**config.mk**
```make
export PLATFORM = sky130hd
export DESIGN_NAME = fdc_irq_seq
export DESIGN_NICKNAME = d
export VERILOG_FILES = /design/src/rtl/fdc_irq_pkg.sv /design/src/rtl/irq_pending_flag.sv /design/src/rtl/sense_seq_counter.sv /design/src/rtl/sense_result_gen.sv /design/src/rtl/fdc_irq_seq.sv
export SDC_FILE = /design/constraint.sdc
export NUM_CORES = 1
export LEC_CHECK = 0
export ABC_AREA = 1
export BUFFER_PORTS_ARGS = -buffer_cell sky130_fd_sc_hd__clkbuf_2
export CAP_MARGIN = 20
export CELL_PAD_IN_SITES_DETAIL_PLACEMENT = 1
export CELL_PAD_IN_SITES_GLOBAL_PLACEMENT = 1
export CORE_MARGIN = 1
export CORE_UTILIZATION = 37
export DETAILED_ROUTE_END_ITERATION = 10
export GPL_TIMING_DRIVEN = 0
export PLACE_DENSITY = 0.89
export SYNTH_ARGS = -nofsm -noshare
export SYNTH_HDL_FRONTEND = slang
export SYNTH_SLANG_ARGS = --single-unit
```
**constraint.sdc**
```tcl
create_clock -name clk -period 2.5 [get_ports clk]
set_input_delay 0.125 -clock clk [delete_from_list [all_inputs] [get_ports clk]]
set_output_delay 0.125 -clock clk [all_outputs]
set_load 0.01 [all_outputs]
```
**src/rtl/fdc_irq_pkg.sv**
```systemverilog
package fdc_irq_pkg;

    localparam logic [7:0] ST0_READY_CHG = 8'hC0;
    localparam logic [7:0] ST0_ABN_TERM  = 8'h40;
    localparam logic [7:0] ST0_SEEK_END  = 8'h20;
    localparam logic [7:0] ST0_EQUIP_CHK = 8'h10;

    typedef enum logic [2:0] {
        ACT_NONE,
        ACT_CTL_RESET,
        ACT_RAISE,
        ACT_CLEAR,
        ACT_SENSE
    } irq_action_e;

    typedef struct packed {
        logic [7:0] st0;
        logic [7:0] pcn;
    } sense_result_t;

    // fixed priority: controller reset > raise > clear > sense
    function automatic irq_action_e pick_action(input logic rs, input logic ra,
                                                input logic cl, input logic se);
        if (rs)      return ACT_CTL_RESET;
        else if (ra) return ACT_RAISE;
        else if (cl) return ACT_CLEAR;
        else if (se) return ACT_SENSE;
        else         return ACT_NONE;
    endfunction

    function automatic logic [7:0] seek_st0(input logic head, input logic [7:0] drv);
        return ST0_SEEK_END | {5'b0, head, 2'b00} | drv;
    endfunction

endpackage

```
**src/rtl/irq_pending_flag.sv**
```systemverilog
module irq_pending_flag (
    input  logic clk,
    input  logic rst,
    input  logic set_req,
    input  logic clr_req,
    output logic pending
);
    logic pend_q;

    always_ff @(posedge clk) begin
        if (rst)          pend_q <= 1'b0;
        else if (set_req) pend_q <= 1'b1;
        else if (clr_req) pend_q <= 1'b0;
    end

    assign pending = pend_q;

    a_r2_set_makes_pending: assert property (@(posedge clk) disable iff (rst)
        set_req |=> pending);
    a_r4_clear_drops: assert property (@(posedge clk) disable iff (rst)
        (clr_req && !set_req) |=> !pending);
    a_r13_idle_holds: assert property (@(posedge clk) disable iff (rst)
        (!set_req && !clr_req) |=> $stable(pending));
endmodule

```
**src/rtl/sense_seq_counter.sv**
```systemverilog
module sense_seq_counter #(
    parameter int unsigned NUM_DRIVES = 4,
    parameter int unsigned CNT_W      = $clog2(NUM_DRIVES + 1)
) (
    input  logic             clk,
    input  logic             rst,
    input  logic             load,
    input  logic             zero,
    input  logic             dec,
    output logic [CNT_W-1:0] count,
    output logic             active
);
    localparam logic [CNT_W-1:0] FULL = CNT_W'(NUM_DRIVES);

    logic [CNT_W-1:0] cnt_q;

    always_ff @(posedge clk) begin
        if (rst)                          cnt_q <= '0;
        else if (load)                    cnt_q <= FULL;
        else if (zero)                    cnt_q <= '0;
        else if (dec && (cnt_q != '0))    cnt_q <= cnt_q - 1'b1;
    end

    assign count  = cnt_q;
    assign active = (cnt_q != '0);

    a_r5_load_full: assert property (@(posedge clk) disable iff (rst)
        load |=> (count == FULL));
    a_r11_raise_zeroes: assert property (@(posedge clk) disable iff (rst)
        (zero && !load) |=> !active);
    a_r6_step_down: assert property (@(posedge clk) disable iff (rst)
        (dec && active && !load && !zero) |=> (count == $past(count) - 1'b1));
    a_r6_bounded: assert property (@(posedge clk) disable iff (rst)
        count <= FULL);
endmodule

```
**src/rtl/sense_result_gen.sv**
```systemverilog
module sense_result_gen
    import fdc_irq_pkg::*;
#(
    parameter int unsigned NUM_DRIVES = 4,
    parameter int unsigned DRV_W      = 2,
    parameter int unsigned CNT_W      = 3
) (
    input  logic             clk,
    input  logic             rst,
    input  logic             record_en,
    input  logic [7:0]       record_val,
    input  logic             sense_en,
    input  logic [CNT_W-1:0] replay_cnt,
    input  logic             replay_active,
    input  logic [DRV_W-1:0] drive,
    input  logic             head,
    input  logic [7:0]       track,
    output sense_result_t    result
);
    logic [7:0]       status_q;
    sense_result_t    res_q, res_d;
    logic [CNT_W-1:0] replay_idx;

    assign replay_idx = CNT_W'(NUM_DRIVES) - replay_cnt;

    always_comb begin
        res_d = res_q;
        if (sense_en) begin
            res_d.pcn = track;
            if (replay_active)
                res_d.st0 = ST0_READY_CHG | 8'(replay_idx);
            else if ((status_q & ST0_EQUIP_CHK) != 8'h00)
                res_d.st0 = status_q;
            else
                res_d.st0 = seek_st0(head, 8'(drive));
        end
    end

    always_ff @(posedge clk) begin
        if (rst) begin
            status_q <= ST0_READY_CHG;
            res_q    <= '0;
        end else begin
            res_q <= res_d;
            if (record_en)     status_q <= record_val;
            else if (sense_en) status_q <= ST0_READY_CHG;
        end
    end

    assign result = res_q;

    a_r9_pcn_tracks: assert property (@(posedge clk) disable iff (rst)
        sense_en |=> (result.pcn == $past(track)));
    a_r9_hold: assert property (@(posedge clk) disable iff (rst)
        !sense_en |=> $stable(result));
    a_r10_back_to_ready: assert property (@(posedge clk) disable iff (rst)
        (sense_en && !record_en) |=> (status_q == ST0_READY_CHG));
endmodule

```
**src/rtl/fdc_irq_seq.sv**
```systemverilog
module fdc_irq_seq
    import fdc_irq_pkg::*;
#(
    parameter int unsigned NUM_DRIVES = 4,
    parameter int unsigned DRV_W      = $clog2(NUM_DRIVES),
    parameter int unsigned CNT_W      = $clog2(NUM_DRIVES + 1)
) (
    input  logic             clk,
    input  logic             rst,
    input  logic             ctl_reset_req,
    input  logic             raise_req,
    input  logic [7:0]       raise_status,
    input  logic             clear_req,
    input  logic             sense_req,
    input  logic [DRV_W-1:0] cur_drive,
    input  logic             cur_head,
    input  logic [7:0]       cur_track,
    output logic             irq_out,
    output logic             sra_pend,
    output logic [7:0]       sense_st0,
    output logic [7:0]       sense_pcn
);
    irq_action_e      act;
    logic             do_reset, do_raise, do_clear, do_sense;
    logic             pending;
    logic [CNT_W-1:0] replay_cnt;
    logic             replay_active;
    logic [7:0]       rec_val;
    sense_result_t    result;

    assign act      = pick_action(ctl_reset_req, raise_req, clear_req, sense_req);
    assign do_reset = (act == ACT_CTL_RESET);
    assign do_raise = (act == ACT_RAISE);
    assign do_clear = (act == ACT_CLEAR);
    assign do_sense = (act == ACT_SENSE);
    // a controller reset clears then re-raises, so the net effect is a set
    assign rec_val  = do_reset ? ST0_READY_CHG : raise_status;

    irq_pending_flag u_flag (
        .clk     (clk),
        .rst     (rst),
        .set_req (do_reset | do_raise),
        .clr_req (do_clear),
        .pending (pending)
    );

    sense_seq_counter #(
        .NUM_DRIVES (NUM_DRIVES),
        .CNT_W      (CNT_W)
    ) u_cnt (
        .clk    (clk),
        .rst    (rst),
        .load   (do_reset),
        .zero   (do_raise),
        .dec    (do_sense),
        .count  (replay_cnt),
        .active (replay_active)
    );

    sense_result_gen #(
        .NUM_DRIVES (NUM_DRIVES),
        .DRV_W      (DRV_W),
        .CNT_W      (CNT_W)
    ) u_res (
        .clk           (clk),
        .rst           (rst),
        .record_en     (do_reset | do_raise),
        .record_val    (rec_val),
        .sense_en      (do_sense),
        .replay_cnt    (replay_cnt),
        .replay_active (replay_active),
        .drive         (cur_drive),
        .head          (cur_head),
        .track         (cur_track),
        .result        (result)
    );

    assign irq_out   = pending;
    assign sra_pend  = pending;
    assign sense_st0 = result.st0;
    assign sense_pcn = result.pcn;

    a_r12_reset_wins: assert property (@(posedge clk) disable iff (rst)
        ctl_reset_req |=> (irq_out && $stable(sense_st0) && $stable(sense_pcn)));
    a_r13_sense_keeps_irq: assert property (@(posedge clk) disable iff (rst)
        (sense_req && !ctl_reset_req && !raise_req && !clear_req) |=> $stable(irq_out));
    a_r6_replay_code: assert property (@(posedge clk) disable iff (rst)
        (do_sense && replay_active) |=> ((sense_st0 & 8'hFC) == ST0_READY_CHG));
endmodule

```
After elaboration in Yosys (flattened, before gate mapping)
Cells that the tools add are included.
{ "totals": {"regBits": 28, "input_bits": 25, "word_cells": 34, "output_inout_bits": 18} }
{ "classes": {"bitwise": 2, "n_addsub": 2, "n_reduce_logical": 6, "n_eq_ne": 4, "mux": 14} }
{ "ops": {"columns": ["op", "count"], "rows": [
  ["8-bit two-way mux", 5],
  ["3-bit two-way mux", 7],
  ["3-bit by 2-bit equality test with 1-bit output (second input constant)", 2],
  ["6-bit by 2-bit bitwise OR with 6-bit output", 1],
  ["3-bit nonzero test", 2],
  ["2-bit nonzero test", 2],
  ["3-bit by 1-bit equality test with 1-bit output (second input constant)", 1],
  ["3-bit equality test (second input constant)", 1],
  ["3-bit OR reduction", 1],
  ["3-bit by 1-bit subtractor with 3-bit output (second input constant)", 1],
  ["3-bit subtractor (first input constant)", 1],
  ["1-bit two-way mux", 2],
  ["1-bit logical AND", 1],
  ["1-bit bitwise OR", 1]
]} }

Longest topological paths before layout
Gate-level depths: netlist of the first run.
{ "logic_depth": {"word_depth": 9, "depth_mapped": 8, "mapped_depth_nobuf": 8} }

Modules after synthesis
A second synthesis of the first run with hierarchy kept.
{ "unflattened": {"hier_cells": 196, "hier_area_um2": 1321.3} }
{ "by_module_without_submodules": {"columns": ["module", "n_inst", "area_per_inst_um2", "seq_area_each_um2", "cells_each"], "rows": [
  ["sense_result_gen", 1, 954.7, 480.5, 133],
  ["sense_seq_counter", 1, 187.7, 60.1, 29],
  ["fdc_irq_seq", 1, 138.9, 0.0, 29],
  ["irq_pending_flag", 1, 40.0, 20.0, 5]
]} }

Worst setup path before layout of the first run
No wires, ideal clock.
{ "synth_timing": {"path_kind": "reg-to-reg", "startpoint": "reg u_cnt.cnt_q[0], in the netlist u_cnt.count[0]", "endpoint": "reg u_cnt.cnt_q[2], in the netlist u_cnt.count[2]", "path_buffers": 0, "required_ns": 2.389, "setup_time_ns": 0.111, "period_less_slack_ns": 1.173, "arrival_ns": 1.061, "setup_slack_ns": 1.327, "path_stages_with_launch": 9, "cell_sequence": "dfxtp_1 inv_1 ha_1 inv_2 nor2_4 o21ai_0 nand2_1 nor2_1 nor2_1"} }
{ "synth_between": {"elab_chain_len": 4, "word_cells_on_any_way": 7, "classes_between": "add/sub (1); mux (3); reduce/logical (3)"} }
{ "synth_rtl": {"columns": ["item", "line_no", "source"], "rows": [
  ["start: declaration", "sense_seq_counter.sv:15", "logic [CNT_W-1:0] cnt_q;"],
  ["start signal: assignment", "sense_seq_counter.sv:21", "else if (dec && (cnt_q != '0)) cnt_q <= cnt_q - 1'b1;"],
  ["3-bit by 1-bit subtractor with 3-bit output", "sense_seq_counter.sv:21", null],
  ["3-bit two-way mux", "sense_seq_counter.sv:21", null],
  ["3-bit two-way mux", "sense_seq_counter.sv:20", "else if (zero) cnt_q <= '0;"],
  ["3-bit two-way mux", "sense_seq_counter.sv:19", "else if (load) cnt_q <= FULL;"]
]} }
Parallel ways exist; a longest one is shown, timed or not. The select of a mux whose other input is x is not followed.
A chain may end at the register's enable or synchronous reset.

Worst setup path in the final report of the first run
Ends and elaborated chain as after synthesis.

==> results of run 1 <==
-- final cells by class --
type	instances	area [um^2]	area share [%]
buffer	7	51.30	3.057
tap	46	57.56	3.430
sequential	28	560.5	33.41
clock buffer	3	22.52	1.342
inverter	14	52.55	3.132
timing repair buffer	49	280.3	16.70
clock inverter	1	30.03	1.790
multi-input combinational	119	623.1	37.14
-- flip-flops by register name, summed over array words and instances, names as in the netlist --
name / flops
u_res.status_q: 8
u_flag.pending: 1
u_cnt.count: 3
u_res.result: 16
-- Yosys cell counts, drive strengths merged --
cell	number
ha	2
nor2	30
o22ai	2
buf	6
a21oi	14
nand2	49
o21ai	15
xnor2	1
dfxtp	28
inv	14
nand4	1
nand3	5
clkbuf	1
-- layout by cell type, fill, tap and decap left out, drive strengths merged --
cell,instances
a21oi,14
buf,6
bufinv,1
clkbuf,46
dfxtp,28
dlygate4sd3,7
ha,2
inv,14
nand2,49
nand3,5
nand4,1
nor2,30
o21ai,15
o22ai,2
xnor2,1
-- report_power, final --
group	internal [uW]	switching (uW)	total (uW)
clock	162	142	304
sequential	460	8.25	469
combinational	55.0	72.2	127
total	678	223	900
-- what timing repair did --
item                      in CTS  in global routing
gates resized for setup        0                  0
hold buffers                   5                  2
hold endpoints to repair       5                  2
-- worst min path at each step --
stage,start,endpoint,slack [ps],cells past startpoint
detailed placement,raise_status[2],u_res.status_q[2],370,3
finish,cur_track[7],u_res.result[7],20,3
global placement,raise_status[2],u_res.status_q[2],360,3
floorplan,rst,u_res.status_q[2],190,1
CTS,cur_track[6],u_res.result[6],5,3
global route,cur_track[3],u_res.result[3],5,3
-- cell families after synthesis --
group	share of synthesized area, %
compound gates	14.87
xor+xnor	0.6804
fa+ha+maj	1.943
buf+inv	8.065
flops	43.54
simple gates	30.90
-- stage by stage --
step | util [%] | hold slack [ps]
2_1_floorplan | - | 194.1
3_3_place_gp | 46.61 | 364.2
3_5_place_dp | 46.61 | 372.5
4_1_cts | 49.68 | 5.330
5_1_grt | 50.28 | 4.946
6_report | 50.28 | 15.53
-- metal layers --
metal,GRT usage (%),wire (um)
met5,0,0
met4,3.896,24
met2,35.95,1683
met1,20.60,1344
met3,5.117,144
-- worst max-delay path, cell delays in order (launching register included) --
cell,delay [ps]
dfxtp_1,390
inv_1,90
ha_1,260
inv_2,90
nor2_4,50
o21ai_0,200
nand2_1,90
nor2_1,100
nor2_1,50
==> out/metrics.cfg, run 1 <==
[clock_tree]
cts_max_path_buffers = 2
htree_levels = 1
clock_latency_ps = 340
root_buffer = clkbuf_4
post_cts.repair.setup_buffers = 0
cts_buffers = 3
cts_tree = built
cts.sinks = 28
worst_setup_hold_path_clk_slew_ps = 160

[timing]
rsz0062_at_grt = no
fmax_mhz = 718.7
finalWorstSetupSlack_ps = 1109
hold_viol = 0
tightest_slew_ps = 499.4
fin_worst_skew_ps = 4.307
fin_crit_ps = 1391
slew-limit-headroom_pct = 66.70
fin_crit_sh_pct = 55.65
tns_ps = 0
finalSetupViolations = 0
slew_viol_final = 0

[placement]
gp_congestion = 0.7885
place_area_mm2 = 0.001555
portBuffers = 42
detailedPlace.worstSlack_ps = 1129
dp.cells = 256
hpwl_mm = 2.399

[pwr]
ir_drop_mv = 0.3191
finalPower_uw = 900.3
power_density_mw_per_mm2 = 536.6
leakagePower_uw = 0.0007690

[worst_setup_path]
cp.arrival_ps = 1650
r2r_cells = 8
critPathKind = flip-flop to flip-flop
cp-end-kind = flip-flop
r2r_setup_slack_ps = 1110
cp-startpoint = u_cnt.count[0]
endpoint = u_cnt.count[2]
reg2reg_to = u_cnt.count[2]
worst_r2r_startpoint = u_cnt.count[0]
cp.required_ps = 2760
start_kind = flip-flop
cp_max_fo = 7

[final_layout]
num-fill-cells = 440
nets = 249
num_antenna_cells = 0
synthToLayoutAreaGrowth_pct = 30.32
final_cell_area_mm2 = 0.001678
layout.cells.non_filler = 267
layout-drive-gt1-share_pct = 34.84

[global_route]
antenna_found_initial = 0
grt_pass1_wl_mm = 5.092
grt_overflow_total = 0
first_global_vias = 1171
grt_use_total_pct = 18.79
grt_max_degree = 17

[route]
detail-route-antenna-nets = 0
drtIter0Drc = 39
drc = 0
via_count = 1250
routedWlPerCell_um = 11.97
totalWireLength_mm = 3.197
drtPass1Iterations = 4
avgViaCountPerCell = 4.682

[logic_synthesis]
postSynthAreaPerCell_um2 = 7.664
yosys.area.top_type = dfxtp_1
yosys_register_bits = 28
netlist_area_mm2 = 0.001287
synthDistinctLibCells = 23
yosysTopAreaCellShare_pct = 43.54
yosys_warnings = 0
ys_seq_area_share_pct = 43.54
netlist_instances = 168
synth_area_leaders = dfxtp_1, nand2_1, nor2_1
synth_nets = 195

[floorplan]
io_pins = 43
die_x_um = 60.99
dieArea_mm2 = 0.003720
start_util_pct = 38.58
fp-row-count = 21
die_y_um = 60.99
core_area_mm2 = 0.003337

[hold_path]
holdCritPathClass = input port to flip-flop

[outcome]
status = completed

[flow_run]
cap_violations = 0

Power figures use the tool's default switching activity.
==> run 2, diff against run 1 <==
Settings changed: CORE_UTILIZATION 37 to 31, PLACE_DENSITY 0.89 to 0.81.
Clock period 2.5 ns to 1.2 ns, I/O delays scaled along.
==> out/metrics.cfg, run 2 (synthesis gave the netlist of run 1 again) <==
[final_layout]
num_antenna_cells = 0
nets = 245
synthToLayoutAreaGrowth_pct = 31.49
layout-drive-gt1-share_pct = 40.55
finish.utilization_pct = 42.32
mostFrequentLayoutCell = nand2_1
multiInputGateArea_um2 = 653.1
mostFrequentLayoutCells = nand2_1, clkbuf_2, dfxtp_1
num-fill-cells = 516
final_cell_area_mm2 = 0.001693
seq_area_um2 = 564.3
largest_reg_flops = 16
layout.cells.non_filler = 267

[timing]
fin_crit_sh_pct = 104.1
tightest_slew_ps = 513.4
hold_ws_ps = 11.48
fmax_mhz = 800.8
slew_viol_final = 0
slew-limit-headroom_pct = 65.77
finalWorstSetupSlack_ps = -48.69
rsz0062_at_grt = yes
fin_crit_ps = 1249
finalSetupViolations = 3
fin_worst_skew_ps = 7.295
hold_viol = 0

[global_route]
grt_max_degree = 17
antenna_found_initial = 0
first_global_vias = 1189
grt_overflow_total = 0
grt_use_total_pct = 16.08
grt_pass1_wl_mm = 5.361

[worst_setup_path]
path_buf_inv = 3
critPathMaxStageDelay_ps = 350
cp.arrival_ps = 1460
r2r_cells = 8
cpMostUsedCell = inv_2
cp_max_fo = 5
critPathKind = flip-flop to flip-flop
slowest_stage = dfxtp_1
worst_r2r_startpoint = u_cnt.count[1]
start_kind = flip-flop
worstPathCellList = inv_2, ha_4, buf_4, nand2_4, nand3_4, inv_2, nand2_2, a21oi_2
r2r_setup_slack_ps = -50
cp-end-kind = flip-flop
cp_top_family = flip-flops
reg2reg_to = u_cnt.count[0]
cp.required_ps = 1410

[placement]
place_area_mm2 = 0.001560
portBuffers = 42
hpwl_mm = 2.437
gp_congestion = 0.7315
dp.cells = 260

[clock_tree]
root_buffer = clkbuf_8
worst_setup_hold_path_clk_slew_ps = 100
cts_buffers = 3
cts_max_path_buffers = 2
clock_latency_ps = 280
cts.sinks = 28
htree_levels = 1
cts_tree = built

[route]
drc = 0
avgViaCountPerCell = 4.569
drtPass1Iterations = 6
totalWireLength_mm = 3.407
routedWlPerCell_um = 12.76
via_count = 1220
drtIter0Drc = 36
detail-route-antenna-nets = 0

[pwr]
leakagePower_uw = 0.0007661
ir_drop_mv = 0.4650
power_density_mw_per_mm2 = 1166

[floorplan]
io_pins = 43
start_util_pct = 32.19
dieArea_mm2 = 0.004415
die_y_um = 66.45
die_x_um = 66.45
fp-row-count = 23
core_area_mm2 = 0.004000

[outcome]
status = complete, but fails checks
failed_checks = setup timing

[hold_path]
hold-path-cell-count = 3
whs_endpoint = u_res.result[6]
hold_path_startpoint = cur_track[6]
holdCritPathClass = input port to flip-flop

[flow_run]
cap_violations = 0

-- run 2: worst max-delay path by stage --
stage / start / end / slack (ps) / cells after the start
floorplan: u_cnt.count[0] / u_cnt.count[2] / 30 / 8
global placement: u_cnt.count[0] / u_cnt.count[2] / -80 / 8
detailed placement: u_cnt.count[0] / u_cnt.count[2] / -90 / 8
CTS: u_cnt.count[0] / u_res.result[9] / -9 / 8
global route: u_cnt.count[1] / u_res.result[9] / -140 / 8
finish: u_cnt.count[1] / u_cnt.count[0] / -50 / 8
-- run 2: layout make-up --
class | instances | area share, %
Timing Repair Buffer | 45 | 13.90
Clock buffer | 3 | 2.439
Buffer | 7 | 3.030
Inverter | 14 | 3.252
Tap cell | 50 | 3.695
Clock inverter | 1 | 1.774
Multi-Input combinational cell | 119 | 38.58
Sequential cell | 28 | 33.33
-- run 2: timing repair --
action / 4_1_cts / 5_1_grt
cloned: 0 / 0
endpoints found under the setup margin: 9 / 8
hold endpoints to repair: 1 / 0
resized for setup: 4 / 8
buffers inserted: 0 / 2
pin swaps: 0 / 7
hold buffers: 1 / 0
-- run 2: layer usage --
layer / GRT usage, % / share of wire [%] / up-vias
met5: 0 / 0 / -
met4: 3.989 / 1.0 / 0
met3: 3.103 / 2.3 / 5
met2: 29.59 / 52 / 21
met1: 18.83 / 45 / 568
li1: - / - / 626
-- run 2: power breakdown --
| part | leakage, uW | internal [uW] | total (uW) | switching, uW |
|---|---|---|---|---|
| Clock | 0.0000357 | 447 | 747 | 300 |
| Combinational | 0.000502 | 104 | 255 | 151 |
| Sequential | 0.000229 | 955 | 973 | 17.3 |
| Total | 0.000766 | 1510 | 1970 | 468 |
-- run 2: stage by stage --
stage	total power, uW	setup slack [ps]	setup TNS (ps)
2_1_floorplan	1141	27.22	0
3_3_place_gp	1238	-76.45	-289.1
4_1_cts	2000	-8.916	-8.916
3_5_place_dp	1245	-89.75	-398.7
5_1_grt	2067	-136.7	-586.1
6_report	1975	-48.69	-108.3
-- run 2: worst reg2reg max path, stage by stage, from the launching register on --
cell and delay [ps]:
dfxtp_1 350, inv_2 70, ha_4 160, buf_4 140, nand2_4 90, nand3_4 110
inv_2 100, nand2_2 60, a21oi_2 100
==> run 3, diff against run 2 <==
Settings changed: ABC_AREA 1 to default, PLACE_DENSITY 0.81 to 0.8.
==> out/metrics.cfg, run 3 <==
[pwr]
power_density_mw_per_mm2 = 1138
p_sw_share_pct = 22.57
p_int_uw = 1520
clkPwrFrac_pct = 37.8
power_frac_seq_pct = 49.4
p_sw_uw = 443.3
ir_drop_mv = 0.4526
combPwrFrac_pct = 12.8
leakagePower_uw = 0.0007203

[logic_synthesis]
ys_seq_area_share_pct = 47.11
synth_area_leaders = dfxtp_1, nand2_1, a21oi_1
synth_edf_count = 0
netlist_instances = 137
yosys_warnings = 0
synthMostInstantiatedCell = dfxtp_1
async_flop_share_pct = 0
synth_nets = 164
netlist_area_mm2 = 0.001190
yosysTopAreaCellShare_pct = 47.11
yosys.area.top_type = dfxtp_1
yosys_register_bits = 28
synthFlopType = dfxtp_1
synthDistinctLibCells = 32
synth_common_cells = dfxtp_1, nand2_1, a21oi_1
postSynthAreaPerCell_um2 = 8.685

[outcome]
failed_checks = hold timing, setup timing
status = complete, but fails checks

[global_route]
grt_pass1_wl_mm = 5.630
grt_use_total_pct = 17.72
grt_max_degree = 17
first_global_vias = 1213
antenna_found_initial = 0
grt_overflow_total = 0

[placement]
gp_congestion = 0.7882
portBuffers = 41
hpwl_mm = 2.500
place_area_mm2 = 0.001494

[route]
drtPass1Iterations = 4
via_count = 1195
detail-route-antenna-nets = 0
routedWlPerCell_um = 14.41
drtIter0Drc = 31
totalWireLength_mm = 3.488
avgViaCountPerCell = 4.938
drc = 0

[worst_setup_path]
cp_max_fo = 6
cp-end-kind = flip-flop
cp.required_ps = 1360
start_kind = flip-flop
cp.arrival_ps = 1460
critPathKind = flip-flop to flip-flop

[floorplan]
start_util_pct = 32.50
die_x_um = 63.96
fp-row-count = 22
die_y_um = 63.96
io_pins = 43
core_area_mm2 = 0.003661
dieArea_mm2 = 0.004090

[final_layout]
mostFrequentLayoutCells = clkbuf_2, dfxtp_1, nand2_1
num_antenna_cells = 0
layout-drive-gt1-share_pct = 38.14
largest_reg_flops = 16
nets = 222
mostFrequentLayoutCell = clkbuf_2
synthToLayoutAreaGrowth_pct = 45.00
final_cell_area_mm2 = 0.001725

[clock_tree]
worst_setup_hold_path_clk_slew_ps = 90
cts.sinks = 28
htree_levels = 1
cts_tree = built
cts_buffers = 3
clock_latency_ps = 280
cts_max_path_buffers = 2
root_buffer = clkbuf_8

[timing]
finalWorstSetupSlack_ps = -109.9
finalSetupViolations = 7
fin_crit_ps = 1310
hold_viol = 1
fmax_mhz = 763.4
fin_worst_skew_ps = 1.729
fin_crit_sh_pct = 109.2
rsz0062_at_grt = yes
slew-limit-headroom_pct = 68.59
hold_ws_ps = -0.2872
slew_viol_final = 0
tightest_slew_ps = 471.2
tns_ps = -486.7

[flow_run]
cap_violations = 0

[hold_path]
holdCritPathClass = input port to flip-flop

[run 3: changes by cell type in the layout (fill, tap and decap cells not counted), sizes merged, moves of 4 or more]
| cell | before | now |
|---|---|---|
| dlygate4sd3 | 1 | 6 |
| nand2 | 49 | 23 |
| a22oi | 0 | 6 |
| nor3 | 0 | 4 |
| nand2b | 0 | 5 |
| nor2 | 30 | 11 |
| o21ai | 15 | 5 |
| inv | 14 | 5 |
| buf | 8 | 12 |
[run 3: final timing paths]
check	end	slack (ps)	cells past startpoint	from
max	u_res.result[9]	-110	6	u_cnt.count[0]
min	u_res.result[0]	-0.3	3	cur_track[0]
max reg2reg	u_res.result[9]	-110	6	u_cnt.count[0]
min reg2reg	u_res.result[0]	460	2	u_res.result[0]
[run 3: final cells by class]
class                      count  area, um^2
fill                         437        1936
multi-input combinational     94       610.6
sequential                    28       566.8
timing repair buffer          53       310.3
buffer                        10       85.08
tap                           48       60.06
clock buffer                   3       41.29
clock inverter                 1       30.03
inverter                       5       21.27
[run 3: cell families (layout without fill, tap and decap cells)]
| logic type | count (synthesis) | in the layout | synth area share [%] |
|---|---|---|---|
| fa+ha+maj | 2 | 2 | 2.103 |
| xor+xnor | 1 | 1 | 0.7362 |
| buf+inv | 15 | 72 | 6.203 |
| simple gates | 53 | 53 | 23.66 |
| flops | 28 | 28 | 47.11 |
| compound gates | 35 | 35 | 17.46 |
| mux | 3 | 3 | 2.734 |
[run 3: per-layer routing]
layer / global-route usage, % / part of all wire, % / vias up / wire, um
li1: - / - / 583 / -
met1: 20.09 / 42 / 568 / 1477
met2: 33.91 / 52 / 40 / 1799
met3: 2.857 / 4.9 / 4 / 171
met4: 4.261 / 1.1 / 0 / 40
met5: 0 / 0 / - / 0
[run 3: worst max-delay path, stage by stage, from the launching register on]
cell	delay (ps)
dfxtp_4	380
inv_4	50
ha_4	160
nor2b_4	120
buf_6	140
o211ai_1	230
a21oi_1	100
[run 3: what timing repair did]
item	in CTS	in global routing
setup buffers	2	4
endpoints found under the hold margin	4	3
pin swaps	3	6
endpoints found under the setup margin	9	18
hold buffers	3	3
gates resized for setup	9	5
cloned	0	0
[run 3: metrics by stage]
stage | worst slack, ps | utilization (%) | instances | total power [uW]
after floorplan | -8.030 | - | 137 | 1108
after global placement | -152.4 | 40.81 | 226 | 1189
after detailed placement | -194.7 | 40.81 | 226 | 1202
after CTS | -72.37 | 45.08 | 235 | 1964
after global routing | -143.6 | 47.13 | 242 | 2055
final | -109.9 | 47.13 | 242 | 1964
[run 3: power groups by stage]
stage                     logic (uW)  registers [uW]  clock network, uW
after CTS                        233             972                759
after floorplan                  114             994                  0
after global placement           200             989                  0
after detailed placement         210             992                  0
after global routing             275             973                806
final                            251             970                742
